<file path="src/rtl/modexp_pkg.sv">
// Shared types for the modular exponentiation sequencer.
package modexp_pkg;

    // Sequencer phases; each non-idle phase owns one Montgomery multiply.
    typedef enum logic [2:0] {
        ST_IDLE  = 3'd0,
        ST_TO_P  = 3'd1,
        ST_TO_Q  = 3'd2,
        ST_SQR   = 3'd3,
        ST_MUL   = 3'd4,
        ST_BACK  = 3'd5
    } mx_state_e;

endpackage

</file>
<file path="src/rtl/mont_mul_r2.sv">
// Iterative radix-2 Montgomery multiplier.
// Computes S = A*B*2^-(W+2) mod N, returned in [0, 2N).
// Assumes: N odd, N < 2^W, A < 2N, B < 2N. Needs W+2 iterations after start.
// The quotient bit is picked from two precomputed candidates by the scanned A bit.
module mont_mul_r2 #(
    parameter int W = 32
) (
    input  logic           clk,
    input  logic           rst_n,
    input  logic           start_i,
    input  logic [W:0]     a_i,
    input  logic [W:0]     b_i,
    input  logic [W-1:0]   n_i,
    output logic           done_o,
    output logic [W:0]     res_o
);
    localparam int OPW  = W + 1;
    localparam int SW   = W + 2;
    localparam int AW   = W + 3;
    localparam int ITER = W + 2;
    localparam int CW   = $clog2(ITER + 1);

    logic [SW-1:0]   s_q;
    logic [ITER-1:0] a_sh;
    logic [OPW-1:0]  b_q;
    logic [W-1:0]    n_q;
    logic [CW-1:0]   cnt_q;
    logic            run_q;
    logic            done_q;

    logic            a_bit, q_even, q_odd, q_sel;
    logic [AW-1:0]   add_b, add_n, sum;
    logic [SW-1:0]   s_next;

    // Quotient candidates and the shifted carry-propagate sum for one iteration.
    always_comb begin
        a_bit  = a_sh[0];
        q_even = s_q[0];
        q_odd  = s_q[0] ^ b_q[0];
        q_sel  = a_bit ? q_odd : q_even;
        add_b  = a_bit ? {2'b00, b_q} : '0;
        add_n  = q_sel ? {3'b000, n_q} : '0;
        sum    = {1'b0, s_q} + add_b + add_n;
        s_next = sum[AW-1:1];
    end

    // Operand capture on start, then one iteration per cycle until the count ends.
    always_ff @(posedge clk) begin
        if (!rst_n) begin
            s_q    <= '0;
            a_sh   <= '0;
            b_q    <= '0;
            n_q    <= '0;
            cnt_q  <= '0;
            run_q  <= 1'b0;
            done_q <= 1'b0;
        end else begin
            done_q <= 1'b0;
            if (start_i) begin
                s_q   <= '0;
                a_sh  <= {1'b0, a_i};
                b_q   <= b_i;
                n_q   <= n_i;
                cnt_q <= '0;
                run_q <= 1'b1;
            end else if (run_q) begin
                s_q   <= s_next;
                a_sh  <= a_sh >> 1;
                cnt_q <= cnt_q + 1'b1;
                if (cnt_q == CW'(ITER - 1)) begin
                    run_q  <= 1'b0;
                    done_q <= 1'b1;
                end
            end
        end
    end

    assign done_o = done_q;
    assign res_o  = s_q[OPW-1:0];

    // every product handed back stays below 2N, so one final subtraction suffices.
    a_r3_product_bound: assert property (@(posedge clk) disable iff (!rst_n)
        done_q |-> (s_q < {1'b0, n_q, 1'b0}));

    // completion is a single-cycle pulse.
    a_r4_mm_done_pulse: assert property (@(posedge clk) disable iff (!rst_n)
        done_q |=> !done_q);

endmodule

</file>
<file path="src/rtl/modexp_seq.sv">
// Sequencer for left-to-right square-and-multiply.
// Launches one multiply per phase and advances on the multiplier's done pulse.
// Assumes the multiplier is idle whenever a launch is issued.
module modexp_seq
    import modexp_pkg::*;
#(
    parameter int KE = 32
) (
    input  logic          clk,
    input  logic          rst_n,
    input  logic          start_i,
    input  logic [KE-1:0] expo_i,
    input  logic          mm_done_i,
    output mx_state_e     state_o,
    output logic          mm_start_o,
    output logic          latch_o,
    output logic          load_p_o,
    output logic          load_q_o,
    output logic          load_res_o,
    output logic          busy_o,
    output logic          done_o
);
    localparam int IW = (KE > 1) ? $clog2(KE) : 1;

    mx_state_e     state_q;
    logic [IW-1:0] idx_q;
    logic          launch_q;
    logic          done_q;
    logic          bit_now;

    // Current exponent bit under the down-counter.
    assign bit_now = expo_i[idx_q];

    // Phase transitions, exponent index and multiplier launch pulses.
    always_ff @(posedge clk) begin
        if (!rst_n) begin
            state_q  <= ST_IDLE;
            idx_q    <= '0;
            launch_q <= 1'b0;
            done_q   <= 1'b0;
        end else begin
            launch_q <= 1'b0;
            done_q   <= 1'b0;
            unique case (state_q)
                ST_IDLE: if (start_i) begin
                    state_q  <= ST_TO_P;
                    launch_q <= 1'b1;
                end
                ST_TO_P: if (mm_done_i) begin
                    state_q  <= ST_TO_Q;
                    launch_q <= 1'b1;
                end
                ST_TO_Q: if (mm_done_i) begin
                    state_q  <= ST_SQR;
                    idx_q    <= IW'(KE - 1);
                    launch_q <= 1'b1;
                end
                ST_SQR: if (mm_done_i) begin
                    launch_q <= 1'b1;
                    if (bit_now)
                        state_q <= ST_MUL;
                    else if (idx_q == '0)
                        state_q <= ST_BACK;
                    else
                        idx_q <= idx_q - 1'b1;
                end
                ST_MUL: if (mm_done_i) begin
                    launch_q <= 1'b1;
                    if (idx_q == '0) begin
                        state_q <= ST_BACK;
                    end else begin
                        idx_q   <= idx_q - 1'b1;
                        state_q <= ST_SQR;
                    end
                end
                ST_BACK: if (mm_done_i) begin
                    state_q <= ST_IDLE;
                    done_q  <= 1'b1;
                end
                default: state_q <= ST_IDLE;
            endcase
        end
    end

    // Register load strobes derived from phase and multiplier completion.
    always_comb begin
        latch_o    = (state_q == ST_IDLE) && start_i;
        load_p_o   = (state_q == ST_TO_P) && mm_done_i;
        load_q_o   = mm_done_i && ((state_q == ST_TO_Q) || (state_q == ST_SQR)
                                   || (state_q == ST_MUL));
        load_res_o = (state_q == ST_BACK) && mm_done_i;
    end

    assign state_o    = state_q;
    assign mm_start_o = launch_q;
    assign busy_o     = (state_q != ST_IDLE);
    assign done_o     = done_q;

    // a multiply by P only ever follows a square (or continues from none else).
    a_r1_mul_after_square: assert property (@(posedge clk) disable iff (!rst_n)
        (state_q == ST_MUL) && ($past(state_q) != ST_MUL) |-> ($past(state_q) == ST_SQR));

    // busy follows an accepted start on the next cycle.
    a_r4_busy_after_start: assert property (@(posedge clk) disable iff (!rst_n)
        (state_q == ST_IDLE) && start_i |=> busy_o);

    // busy is already low when done pulses.
    a_r4_done_not_busy: assert property (@(posedge clk) disable iff (!rst_n)
        done_q |-> !busy_o);

endmodule

</file>
<file path="src/rtl/mod_final_sub.sv">
// One conditional subtraction that maps a value in [0, 2N) into [0, N).
// Assumes the input is below 2N.
module mod_final_sub #(
    parameter int W = 32
) (
    input  logic [W:0]   x_i,
    input  logic [W-1:0] n_i,
    output logic [W-1:0] y_o
);
    logic [W:0] diff;

    // Subtract the modulus when the input reaches it.
    always_comb begin
        diff = x_i - {1'b0, n_i};
        y_o  = (x_i >= {1'b0, n_i}) ? diff[W-1:0] : x_i[W-1:0];
    end

endmodule

</file>
<file path="src/rtl/modexp_mont.sv">
// Montgomery-domain modular exponentiation: result = msg^expo mod modulus.
// Assumes modulus odd and > 1, msg < modulus, rconst = 2^(2(KW+2)) mod modulus.
// Operands are latched on an accepted start; P holds the Montgomery-form message,
// Q the running Montgomery-form accumulator.
module modexp_mont
    import modexp_pkg::*;
#(
    parameter int KW = 32,
    parameter int KE = 32
) (
    input  logic          clk,
    input  logic          rst_n,
    input  logic          start,
    input  logic [KW-1:0] msg,
    input  logic [KE-1:0] expo,
    input  logic [KW-1:0] modulus,
    input  logic [KW-1:0] rconst,
    output logic          busy,
    output logic          done,
    output logic [KW-1:0] result
);
    localparam int OPW = KW + 1;

    logic [KW-1:0]  m_r, n_r, k_r;
    logic [KE-1:0]  e_r;
    logic [OPW-1:0] p_r, q_r;
    logic [KW-1:0]  res_r;

    mx_state_e      state;
    logic           mm_start, mm_done;
    logic           latch, load_p, load_q, load_res;
    logic [OPW-1:0] op_a, op_b, mm_res, first_op;
    logic [KW-1:0]  reduced;

    modexp_seq #(.KE(KE)) u_seq (
        .clk        (clk),
        .rst_n      (rst_n),
        .start_i    (start),
        .expo_i     (e_r),
        .mm_done_i  (mm_done),
        .state_o    (state),
        .mm_start_o (mm_start),
        .latch_o    (latch),
        .load_p_o   (load_p),
        .load_q_o   (load_q),
        .load_res_o (load_res),
        .busy_o     (busy),
        .done_o     (done)
    );

    // Operand routing: the 2:1 mux puts P first only for the multiply step.
    always_comb begin
        first_op = (state == ST_MUL) ? p_r : q_r;
        unique case (state)
            ST_TO_P: begin op_a = {1'b0, m_r}; op_b = {1'b0, k_r}; end
            ST_TO_Q: begin op_a = {1'b0, k_r}; op_b = OPW'(1);     end
            ST_BACK: begin op_a = first_op;    op_b = OPW'(1);     end
            default: begin op_a = first_op;    op_b = q_r;         end
        endcase
    end

    mont_mul_r2 #(.W(KW)) u_mm (
        .clk     (clk),
        .rst_n   (rst_n),
        .start_i (mm_start),
        .a_i     (op_a),
        .b_i     (op_b),
        .n_i     (n_r),
        .done_o  (mm_done),
        .res_o   (mm_res)
    );

    mod_final_sub #(.W(KW)) u_sub (
        .x_i (mm_res),
        .n_i (n_r),
        .y_o (reduced)
    );

    // Operand latches, P/Q accumulators and the output register.
    always_ff @(posedge clk) begin
        if (!rst_n) begin
            m_r   <= '0;
            n_r   <= '0;
            k_r   <= '0;
            e_r   <= '0;
            p_r   <= '0;
            q_r   <= '0;
            res_r <= '0;
        end else begin
            if (latch) begin
                m_r <= msg;
                n_r <= modulus;
                k_r <= rconst;
                e_r <= expo;
            end
            if (load_p)   p_r   <= mm_res;
            if (load_q)   q_r   <= mm_res;
            if (load_res) res_r <= reduced;
        end
    end

    assign result = res_r;

    // the presented result is reduced below the latched modulus.
    a_r3_result_below_n: assert property (@(posedge clk) disable iff (!rst_n)
        done |-> (result < n_r));

    // operands stay frozen while a job runs.
    a_r5_operands_held: assert property (@(posedge clk) disable iff (!rst_n)
        $past(busy) && busy |-> ($stable(n_r) && $stable(e_r) && $stable(m_r)));

endmodule

</file>
<file path="config.mk">
export PLATFORM = sky130hd
export DESIGN_NAME = modexp_mont
export DESIGN_NICKNAME = d
export VERILOG_FILES = /design/src/rtl/modexp_pkg.sv /design/src/rtl/mont_mul_r2.sv /design/src/rtl/modexp_seq.sv /design/src/rtl/mod_final_sub.sv /design/src/rtl/modexp_mont.sv
export SDC_FILE = /design/constraint.sdc
export NUM_CORES = 1
export LEC_CHECK = 0
export BUFFER_PORTS_ARGS = -buffer_cell sky130_fd_sc_hd__buf_2
export CAP_MARGIN = 0
export CELL_PAD_IN_SITES_DETAIL_PLACEMENT = 0
export CELL_PAD_IN_SITES_GLOBAL_PLACEMENT = 2
export CORE_UTILIZATION = 39
export DETAILED_ROUTE_END_ITERATION = 7
export PLACE_DENSITY = 0.95
export SLEW_MARGIN = 30
export SYNTH_ARGS = -nofsm -noshare
export SYNTH_HDL_FRONTEND = slang
export SYNTH_SLANG_ARGS = --single-unit
</file>
<file path="constraint.sdc">
create_clock -name clk -period 11.9 [get_ports clk]
set_input_delay 2.975 -clock clk [delete_from_list [all_inputs] [get_ports clk]]
set_output_delay 2.975 -clock clk [all_outputs]
set_load 0.05 [all_outputs]
</file>
**Word level (Yosys, flattened, before mapping)**

Cells that the tools add are included.

- Register bits: 376
- Latch bits: 0
- Memory bits (writable): 0
- ROM bits: 0
- Memories kept: 0

- Add/subtract/negate cells: 5
- Multipliers: 0
- Div/mod/pow operators: 0
- $lt $le $gt $ge: 2
- Eq/ne operators: 14
- Shift-type cells: 0
- Muxes and demuxes: 34
- Bitwise operators: 3
- Reductions and logical operators: 18

Operators with widths:

| operator | count |
|---|---|
| 33-bit two-way mux | 4 |
| 33-bit one-hot mux with 2 select lines | 2 |
| 32-bit two-way mux | 2 |
| 34-bit by 33-bit adder with 35-bit output | 1 |
| 35-bit adder | 1 |
| 33-bit by 32-bit greater-or-equal comparator with 1-bit output | 1 |
| 32-bit subtractor | 1 |
| 3-bit two-way mux | 9 |
| 5-bit two-way mux | 5 |
| 3-bit one-hot mux with 6 select lines | 1 |
| 5-bit one-hot mux with 3 select lines | 1 |
| 2-bit by 1-bit != test with 1-bit output (second input constant) | 5 |
| 1-bit two-way mux | 8 |
| 7-bit AND reduction | 1 |
| 6-bit by 1-bit adder with 6-bit output (second input constant) | 1 |
| 3-bit by 2-bit equality test with 1-bit output (second input constant) | 2 |
| 3-bit equality test (second input constant) | 2 |
| 6-bit equality test (second input constant) | 1 |
| 5-bit by 6-bit less-than comparator with 1-bit output (second input constant) | 1 |
| 3-bit nonzero test | 2 |
| 1-bit binary-select mux with 5-bit select | 1 |
| 5-bit zero test | 1 |
| 5-bit AND reduction | 1 |
| 5-bit by 1-bit subtractor with 5-bit output (second input constant) | 1 |
| 14 further kinds | 21 |

**Depth between registers and ports, before layout**

- Depth in word-level cells: 5
- Mapped depth: 18
- Mapped depth without buffers: 17

**Cells and area by module**

From an unflattened synthesis, not the netlist that was laid out.

- Cell total of the unflattened synthesis: 2,273
- Area, all modules: 21,479.4 um2

By module, submodules not included:

| module | times used | cells each | area each (um2) |
|---|---|---|---|
| modexp_mont | 1 | 860 | 9,664.3 |
| mont_mul_r2 | 1 | 954 | 8,658.3 |
| mod_final_sub | 1 | 345 | 2,199.6 |
| modexp_seq | 1 | 114 | 957.2 |

**Worst setup path after synthesis**

No wires, ideal clock.

- Path type: in2reg
- Start: input rst_n
- End: register u_mm.s_q[32]
- Setup time: 0.058 ns
- Arrival: 4.102 ns
- Slack: 7.740 ns
- Stages on the path: 6
- Path through: clkbuf_1 clkinv_1 nor2_1 nand3_1 o41ai_1 a211o_1

- Cells in the longest elaborated chain, start to end: 2

RTL lines:

| element | RTL line | source |
|---|---|---|
| start: declaration | modexp_mont.sv:12 | `input logic rst_n,` |
| 1-bit inverter (no source line) | - |  |
| 2-bit OR reduction (no source line) | - |  |
| end signal: assignment | mont_mul_r2.sv:67 | `s_q <= s_next;` |
| end: declaration | mont_mul_r2.sv:23 | `logic [SW-1:0] s_q;` |

No other way between the ends.
A chain may end at the register's enable or synchronous reset.

**Worst setup path after layout**

- Start: register u_mm.a_sh[0]
- End: register u_mm.s_q[30]

- Cells in the longest elaborated chain, start to end: 3
- Elaborated cells between the ends (all ways): 5
- Those cells by class: add/sub (2); mux (3)

RTL lines:

| element | RTL line | source |
|---|---|---|
| start: declaration | mont_mul_r2.sv:24 | `logic [ITER-1:0] a_sh;` |
| start signal: assignment | mont_mul_r2.sv:61 | `a_sh <= {1'b0, a_i};` |
| start signal: assignment | mont_mul_r2.sv:68 | `a_sh <= a_sh >> 1;` |
| 33-bit two-way mux or 1-bit two-way mux (tied branches) | mont_mul_r2.sv:41, mont_mul_r2.sv:40 |  |
| 34-bit by 33-bit adder with 35-bit output or 32-bit two-way mux (tied branches) | mont_mul_r2.sv:43, mont_mul_r2.sv:42 |  |
| 35-bit adder * | mont_mul_r2.sv:43 | `sum = {1'b0, s_q} + add_b + add_n;` |

Every way passes the cells marked *; elsewhere a longest branch is shown, timed or not.

==> key figures <==
Finish
  – Fillers: about 5200
  – Post-layout util: around 45%
  – Post-route cell area: ~23000 µm²
  – Nets@finish: 2824
  – Layout cell share with drive strength beyond 1: 12.1%
  – # diodes: 0
  – Syn-to-layout area delta: 14.0%
  – Finished Layout Cells: 3294

Setup path
  – WP depth: 15
  – Crit Reg-Reg Startpoint: u_mm.a_sh[0]$_SDFFE_PN0P_
  – Critical path class: reg2reg
  – Crit end category: register
  – Crit-path max FO: 34
  – CP delay by family, top: compound AO/OA/AOI/OAI gates
  – Critical Path RT: approximately 12 ns
  – FF-to-FF path depth: 15
  – Crit-path most repeated cell: a21oi_1
  – Critical path startpoint category: register
  – Largest stage delay on the critical path: 0.77 ns
  – Worst path bufs/invs: 1
  – Crit-path cells: buf_4 > and2_1 > xnor2_4 > nand2_1 > fa_1 > fa_1 > nand2b_1 > a21oi_1 > o41ai_1 > a2111oi_1 > o2111ai_1 > a21oi_1 > a21oi_1 > or4_1 > o311ai_0
  – WP data arrival: 5.83 ns
  – R2R Setup Slk: about 6.5 ns
  – CP max stage cell: xnor2_4
  – Crit path capture: u_mm.s_q[30]$_SDFFE_PP0P_
  – Critical R2R Capture: u_mm.s_q[30]$_SDFFE_PP0P_
  – Worst setup startpoint: u_mm.a_sh[0]$_SDFFE_PN0P_

Synth
  – Cell area after synthesis: a little under 20000 µm²
  – Ys Warns: 0
  – Post-synth EDFFs: 0
  – Top post-synthesis cells by area: dfxtp_1 38%, nand2_1 11%, a21oi_1 7.9%, ha_1 4.4%, fa_1 3.3%
  – Syn Inst Count: about 2500
  – Syn Area/Cell: between 7 and 8 µm²
  – Area leader, netlist: dfxtp_1
  – Synthesized flop and latch total: between 300 and 400
  – Synthesized Nets: 2768
  – Register area share after synthesis: a little under two fifths
  – Yosys top cell area share: 38.1%
  – Primary FF master, synth: dfxtp_1
  – Cell variety after synth: 63
  – Ys async rst share: 0%

Timing
  – Final setup fails: 0
  – RSZ-0062 raised after global routing: no
  – Slew @ Worst Pin: 0.973 ns
  – Final Hold Slack: 0.451 ns
  – Rel. slew slack: 35.0%
  – Final Hold Viols: 0
  – Final worst setup slack: roughly 6.5 ns
  – Min Tclk post-route: between 5 and 6 ns
  – Clk_skew: approximately 0.029 ns
  – Setup TNS: 0 ns
  – Fin. max-slew vios: 0
  – Tcrit/Tclk final: a little under half
  – Fmax: roughly 0.19 GHz

Run
  – Number of max-cap violations: 0

Placement
  – Hpwl dp: 41600 µm
  – DP Area: 21000 µm²
  – Pre-CTS setup slack: around 6.6 ns
  – Port buffer count: about 160
  – Post-Place Cells: roughly 3200
  – GP Congestion: between 0.8 and 0.9

Routing
  – Post-Route WL: a little under 60000 µm
  – WL/cell: 17.7 µm
  – Post-route DRC violation count: 0
  – Via count: 17500
  – Via-to-Cell Ratio: 5.32
  – Pre-antenna DRT Iters: 5
  – Starting DRC count in detailed routing: 1269
  – Post-DRT Antenna Nets: 0

Global route
  – Initial antenna violation count: 1
  – Largest net degree at the start of global routing: 109
  – Vias in the first global route: 16600
  – Global-route usage over all layers: 22.7%
  – First-pass GRT wire length: 92700 µm
  – Total global routing overflow: 0

CTS
  – CTS max path bufs: 3
  – Hold buffer count at CTS: 0
  – Cts repair resizes: 0
  – CTS tree: built
  – H-tree depth: 2
  – CTS Buf Count: 44
  – Clk sinks: 376
  – Worst-path clk slew: 0.06 ns
  – Later-pin clock latency in the skew report: a little under 0.6 ns
  – Root Driver: clkbuf_16
  – Post CTS Setup Buffer Count: 0

Pwr
  – Internal power: roughly 2.2 mW
  – Worst VDD drop: 0.0951 mV
  – Seq pwr share: 44.5%
  – Sw Share: 26.1%
  – Logic pwr share: 10.3%
  – Pwr Total: 3.02 mW
  – Clk network pwr share: between 40% and 50%
  – Leakage power: 8.87 nW
  – Sw Pwr: 787 µW
  – PwrDens: 134 nW/µm²

Floorplan
  – Die X-Extent: 227 µm
  – Initial Utilization: around two fifths
  – Placeable Area: about 50000 µm²
  – I/O pin count: 165
  – Die ar.: 51600 µm²
  – Rows: 82
  – Die H: 227 µm

Hold path
  – Worst Min Path Start: e_r[10]$_SDFFE_PN0P_
  – Hold Path Class: reg2reg

Outcome
  – Status: completed
==> cell type report <==
type	instances	area [µm²]	share of cell area, %
clock inverters	13	181	0.805
repair buffers	185	1040	4.61
multi-input cells	1839	11100	49.3
inverters	144	548	2.43
well taps	672	841	3.73
flip-flops and latches	376	7530	33.4
clock buffers	65	1280	5.68
==> power groups by stage <==
stage          Sequential [mW]  Combinational [mW]  Clock (mW)
2_1_floorplan             1.35               0.232           0
3_3_place_gp              1.37               0.304           0
3_5_place_dp              1.37               0.308           0
4_1_cts                   1.35               0.309        1.40
5_1_grt                   1.35               0.350        1.45
6_report                  1.34               0.311        1.37
==> cells in the final DEF (no fill, tap or decap), drive strengths merged, types with 5 or more instances in the layout <==
master,n
a211oi,47
a21boi,5
a21o,61
a21oi,311
a22oi,63
a31oi,46
and2,16
and3,8
buf,185
clkbuf,65
clkinv,8
dfxtp,376
fa,33
ha,70
inv,144
mux2,32
mux2i,56
mux4,10
nand2,574
nand2b,14
nand3,16
nand4,19
nor2,166
nor2b,12
nor3,19
o211ai,11
o21a,9
o21ai,107
o21bai,10
or2,8
xnor2,34
xor2,22
==> worst min-delay path by stage <==
| stage | endpoint | slack, ns | cells after the start |
|---|---|---|---|
| after floorplan | e_r[10]$_SDFFE_PN0P_ | 0.43 | 2 |
| after global placement | e_r[24]$_SDFFE_PN0P_ | 0.44 | 2 |
| after detailed placement | e_r[15]$_SDFFE_PN0P_ | 0.45 | 2 |
| after CTS | e_r[15]$_SDFFE_PN0P_ | 0.45 | 2 |
| after global routing | p_r[25]$_SDFFE_PN0P_ | 0.47 | 2 |
| final | e_r[10]$_SDFFE_PN0P_ | 0.45 | 2 |
==> cell usage after synthesis (19+ instances only) <==
master	instances
a211oi_1	47
a21o_1	61
a21oi_1	311
a22oi_1	63
a31oi_1	46
clkbuf_1	160
dfxtp_1	376
fa_1	33
ha_1	70
inv_1	143
mux2_2	32
mux2i_1	56
nand2_1	574
nand4_1	19
nor2_1	166
nor3_1	19
o21ai_0	105
xnor2_1	34
xor2_1	22
==> flip-flops by register name, summed over array words and instances (netlist names) <==
signal / cells
p_r: 33
u_mm.n_q: 32
u_seq.state_o: 3
u_mm.cnt_q: 6
u_mm.b_q: 33
u_mm.run_q: 1
u_mm.s_q: 34
u_seq.done_o: 1
m_r: 32
u_mm.done_o: 1
k_r: 32
u_seq.mm_start_o: 1
result: 32
e_r: 32
u_seq.idx_q: 5
q_r: 33
u_mm.a_sh: 33
n_r: 32
==> metal layers <==
layer	up-vias	share of wire, %	global-route usage (%)
met5	-	0.014	0
met4	2	1.7	5.82
met3	71	5.1	2.70
met2	411	42	33.6
met1	8271	51	34.5
li1	8772	-	-
==> logic make-up after synthesis <==
kind of cell    synth area share, %
buf+inv                        6.09
compound gates                 21.6
flops                          38.1
simple gates                   18.1
fa+ha+maj                      7.77
mux                            5.80
xor+xnor                       2.48
==> worst reg2reg max path: cells and delay by family, from the launching register on <==
| family | cells | cell delay (ns) |
|---|---|---|
| AOI/OAI and AO/OA | 7 | 1.85 |
| and+or+nand+nor | 4 | 1.07 |
| adders and majority gates | 2 | 1.03 |
| xor gates and xnor gates | 1 | 0.77 |
| DFF | 1 | 0.30 |
| buffers and inverters | 1 | 0.23 |
Power figures use the tool's default switching activity.
